--- src/rtl/stall_wd_pkg.sv ---
package stall_wd_pkg;

  typedef enum logic [0:0] {
    WD_COUNTING = 1'b0,
    WD_EXPIRED  = 1'b1
  } wd_state_e;

  typedef struct packed {
    logic tick;
    logic hit;
  } wd_evt_t;

endpackage

--- src/rtl/wd_tick_gen.sv ---
module wd_tick_gen #(
  parameter int SEL_W = 4,
  parameter int PRE_W = 15
) (
  input  logic             clk,
  input  logic             rst,
  input  logic             active,
  input  logic [SEL_W-1:0] sel,
  output logic             tick
);
  logic [PRE_W-1:0] pre_q;
  logic [PRE_W-1:0] wrap_mask;

  // wrap point 2^sel - 1, one bit per possible prescale stage
  for (genvar gi = 0; gi < PRE_W; gi++) begin : g_mask
    assign wrap_mask[gi] = (sel > SEL_W'(gi));
  end

  // >= keeps a mid-stall reduction of sel from running to full wrap
  assign tick = active && (pre_q >= wrap_mask);

  always_ff @(posedge clk) begin
    if (rst || !active) begin
      pre_q <= '0;
    end else if (tick) begin
      pre_q <= '0;
    end else begin
      pre_q <= pre_q + PRE_W'(1);
    end
  end
endmodule

--- src/rtl/wd_stall_counter.sv ---
module wd_stall_counter
  import stall_wd_pkg::*;
#(
  parameter int LIM_W = 15
) (
  input  logic             clk,
  input  logic             rst,
  input  logic             active,
  input  logic             tick,
  input  logic [LIM_W-1:0] limit,
  output logic             hit
);
  localparam int CW = LIM_W + 1;

  wd_state_e        state_q;
  logic [LIM_W-1:0] cnt_q;
  logic [CW-1:0]    cnt_inc;

  assign cnt_inc = {1'b0, cnt_q} + CW'(1);
  assign hit = active && tick && (state_q == WD_COUNTING) &&
               (cnt_inc >= {1'b0, limit});

  always_ff @(posedge clk) begin
    if (rst || !active) begin
      cnt_q   <= '0;
      state_q <= WD_COUNTING;
    end else if (tick && state_q == WD_COUNTING) begin
      cnt_q <= cnt_inc[LIM_W-1:0];
      if (hit) begin
        state_q <= WD_EXPIRED;
      end
    end
  end
endmodule

--- src/rtl/wd_status_flag.sv ---
module wd_status_flag (
  input  logic clk,
  input  logic rst,
  input  logic hit,
  input  logic clr,
  output logic flag,
  output logic pulse
);
  always_ff @(posedge clk) begin
    if (rst) begin
      flag  <= 1'b0;
      pulse <= 1'b0;
    end else begin
      pulse <= hit;
      if (clr) begin
        flag <= 1'b0;
      end else if (hit) begin
        flag <= 1'b1;
      end
    end
  end
endmodule

--- src/rtl/i2c_stall_watchdog.sv ---
module i2c_stall_watchdog
  import stall_wd_pkg::*;
#(
  parameter int LIMIT_W = 15,
  parameter int PSEL_W  = 4
) (
  input  logic                clk,
  input  logic                rst,
  input  logic [LIMIT_W:0]    wd_ctrl,
  input  logic [PSEL_W-1:0]   step_sel,
  input  logic                bus_wait,
  input  logic                tmo_clr,
  output logic                tmo_flag,
  output logic                tmo_pulse
);
  localparam int PRE_W  = (1 << PSEL_W) - 1;
  localparam int EN_BIT = LIMIT_W;

  wd_evt_t          evt;
  logic             active;
  logic [LIMIT_W-1:0] limit;

  assign limit  = wd_ctrl[LIMIT_W-1:0];
  assign active = wd_ctrl[EN_BIT] && bus_wait;

  wd_tick_gen #(.SEL_W(PSEL_W), .PRE_W(PRE_W)) u_tick (
    .clk(clk), .rst(rst), .active(active), .sel(step_sel), .tick(evt.tick)
  );

  wd_stall_counter #(.LIM_W(LIMIT_W)) u_cnt (
    .clk(clk), .rst(rst), .active(active), .tick(evt.tick),
    .limit(limit), .hit(evt.hit)
  );

  wd_status_flag u_flag (
    .clk(clk), .rst(rst), .hit(evt.hit), .clr(tmo_clr),
    .flag(tmo_flag), .pulse(tmo_pulse)
  );
endmodule

--- config.mk ---
export PLATFORM = sky130hd
export DESIGN_NAME = i2c_stall_watchdog
export DESIGN_NICKNAME = d
export VERILOG_FILES = /design/src/rtl/stall_wd_pkg.sv /design/src/rtl/wd_tick_gen.sv /design/src/rtl/wd_stall_counter.sv /design/src/rtl/wd_status_flag.sv /design/src/rtl/i2c_stall_watchdog.sv
export SDC_FILE = /design/constraint.sdc
export NUM_CORES = 1
export LEC_CHECK = 0
export ABC_AREA = 0
export ABC_CLOCK_PERIOD_IN_PS = 2750
export BUFFER_PORTS_ARGS = -buffer_cell sky130_fd_sc_hd__clkbuf_2
export CELL_PAD_IN_SITES_DETAIL_PLACEMENT = 1
export CELL_PAD_IN_SITES_GLOBAL_PLACEMENT = 1
export CORE_ASPECT_RATIO = 0.7
export CORE_MARGIN = 5
export CORE_UTILIZATION = 40
export DETAILED_ROUTE_END_ITERATION = 7
export PLACE_DENSITY_LB_ADDON = 0.3
export SYNTH_ARGS = -nofsm -noshare
export SYNTH_HDL_FRONTEND = slang
export SYNTH_SLANG_ARGS = --single-unit
--- constraint.sdc ---
create_clock -name clk -period 2.75 [get_ports clk]
set_clock_uncertainty 0.2 [all_clocks]
set_input_delay 0.275 -clock clk [delete_from_list [all_inputs] [get_ports clk]]
set_output_delay 0.275 -clock clk [all_outputs]
set_load 0.03 [all_outputs]
==> results_dict.tcl <==
set metrics [dict create \
    outcome "finished, violations left" \
    violations "negative setup slack" \
    timing.final.crit_share 1.02 \
    slew_viol_final 0 \
    nets 396 \
    synth.distinct_cells 43 \
    relSlewSlack 0.537 \
    fin_tns_setup_ns -0.0978 \
    most-common-layout-cells "34 x nor2_1, 31 x ha_1, 31 x dfxtp_1" \
    core_um2 5760 \
    fp.dieH_um 74.5 \
    dpl.hpwl_um 4840 \
    cts_root_buffer "clkbuf_8" \
    rr_worst_depth 12 \
    wire_per_inst_um 15.5 \
    insertion_delay_ns 0.29 \
    yosysWarnings 0 \
    place_ws_ns -0.205 \
    path_cells "ha_4 -> and3_4 -> and3_4 -> and4_4 -> nand3_4 -> xnor2_2 -> ha_1 -> nand3_2 -> nor2_4 -> a2bb2oi_4 -> a31oi_4 -> nor2b_1" \
    max-vdd-ir-drop_uv 227 \
    antenna_found_initial 0 \
    end_kind "flop" \
    die_x_um 102 \
    area_delta_synth_final_pct 25.1 \
    drive_above_1_share 0.241 \
    fin_ws_ns -0.0522 \
    cp_max_fo 3 \
    max_freq_mhz 357 \
    critPathRequiredTime_ns 2.77 \
    antenna_cells 0 \
    hold_buffers 0 \
    hold_viol 0 \
    drc 0 \
    syn-cell-area_um2 2370 \
    ys_seq_elements 33 \
    rsz0062_at_grt "yes" \
    crit_cells 12 \
    clock_sinks 33 \
    slowest_delay_ns 0.35 \
    vias 2191 \
    io_buffers 25 \
    whs_endpoint "u_flag.pulse" \
    track_usage 0.181 \
    hp-class "input pin to flop" \
    rows 23 \
    dr.pass1.iters 4 \
    max_slew.worst_pin.slew_ns 0.691 \
    grt_overflow 0 \
    holdPathStages 2 \
    ant_nets 0 \
    drv_cap 0 \
    syn-instance-count 288 \
    dieArea_um2 7600 \
    ios 26 \
    htree_levels 2 \
    crit_slowest_cell "dfxtp_2" \
    crit_type "flop to flop" \
    syn_area_per_cell_um2 8.24 \
    power_leakage_uw 0.00131 \
    cts_max_path_buffers 2 \
    cts.reportedPaths.clkPinSlew_ns 0.07 \
    layoutNonFillerInstCount 415 \
    power_density_nw_per_um2 316 \
    ys_seq_area_frac 0.278 \
    grt_pass1_wl_um 10800 \
    grt_max_degree 16 \
    rr_endpoint "u_flag.pulse" \
    first_global_vias 2209 \
    fin_crit_ns 2.80 \
    start_util 0.412 \
    routed_wl_um 6430 \
    cts_tree "built" \
    place_inst 403 \
    cp_top_family "simple AND/OR/NAND/NOR gates" \
    reg2reg_from "u_cnt.cnt_q[0]" \
    setup_viol 3 \
    cts_made_buffers 5 \
    layout_commonest_cell "nor2_1" \
    setup.worst_path.start_class "flop" \
    fin_util 0.516 \
    holdCritStartpoint "rst" \
    viasPerCell 5.28 \
    synthesis.nets 344 \
    crit_buf_inv 0 \
    reg2reg_slack_ns -0.05 \
    dr.first_iter.drc_count 99 \
    cp.arrival_ns 2.83 \
    gp_congestion 0.799 \
    critPathMostFrequentCell "and3_4" \
]
==> Yosys cell counts (all sizes together) <==
library cell,instances,area [µm²]
a31o,4,35.0
clkbuf,6,23.8
a211oi,4,30.0
or2,4,25.0
nor3,3,20.0
xnor2,19,166
inv,20,75.1
or4,1,7.51
o31ai,2,25.0
nand2b,1,6.26
a311oi,3,26.3
xor2,11,96.3
nor2b,3,18.8
and3,7,48.8
ha,32,400
buf,3,20.0
a21oi,18,90.1
nand4,11,68.8
and4,2,20.0
mux2i,2,20.0
and2,1,6.26
nand3b,1,7.51
o21ai,11,55.1
a2bb2oi,1,8.76
a21o,5,37.5
nand3,16,92.6
nand2,17,63.8
o21a,2,15.0
a211o,1,8.76
a31oi,3,25.0
dfxtp,33,661
or3,6,37.5
nor2,35,131
==> worst max-delay path by stage <==
stage                    from             to  slack [ns]
6_report       u_cnt.cnt_q[0]   u_flag.pulse       -0.05
5_1_grt        u_cnt.cnt_q[0]   u_flag.pulse       -0.16
4_1_cts        u_cnt.cnt_q[1]  u_cnt.state_q        0.01
3_5_place_dp   u_cnt.cnt_q[1]   u_flag.pulse       -0.20
3_3_place_gp   u_cnt.cnt_q[1]   u_flag.pulse       -0.17
2_1_floorplan  u_cnt.cnt_q[1]    u_flag.flag       0.002
==> state kept, by name, summed over array words and instances (netlist names) <==
register / flops
u_cnt.cnt_q: 15
u_flag.flag: 1
u_cnt.state_q: 1
u_flag.pulse: 1
u_tick.pre_q: 15
==> per-layer routing <==
layer	GRT usage	up-vias	wire, µm
met2	0.284	19	2900
met5	0	-	0
li1	-	1117	-
met4	0.0393	0	41
met3	0.0356	4	164
met1	0.260	1051	3330
==> through the flow <==
| step | hold slack [ns] | power, µW | cell area [µm²] |
|---|---|---|---|
| after detailed placement | 0.257 | 576 | 2730 |
| after CTS | 0.0131 | 950 | 2940 |
| after floorplan | 0.147 | 538 | 2380 |
| after global placement | 0.245 | 571 | 2730 |
| after global routing | 0.0230 | 984 | 2970 |
| final | 0.0194 | 938 | 2970 |
==> cell type report <==
type,instances,area [µm²]
inverter,20,75.1
fill,716,2790
multi-input combinational,226,1710
clock buffer,7,86.3
tap,75,93.8
timing repair buffer,54,343
sequential,33,663
==> power breakdown <==
group	switching [µW]	internal (µW)
sequential	1.00	479
clock	171	198
combinational	50.5	38.4
total	222	715
==> what timing repair did <==
action                                  CTS  global route
gates resized for setup                  17             3
endpoints found under the setup margin    3             7
setup buffers                             2             3
pin swaps                                10             4
==> cell families (layout without fill, tap and decap cells) <==
group / after synthesis / after routing / synth area share
compound gates: 54 / 54 / 0.150
xor+xnor: 30 / 30 / 0.111
fa+ha+maj: 32 / 32 / 0.169
buf+inv: 29 / 81 / 0.0501
flops: 33 / 33 / 0.278
mux: 2 / 2 / 0.00843
simple gates: 108 / 108 / 0.234
Power figures use the tool's default switching activity.
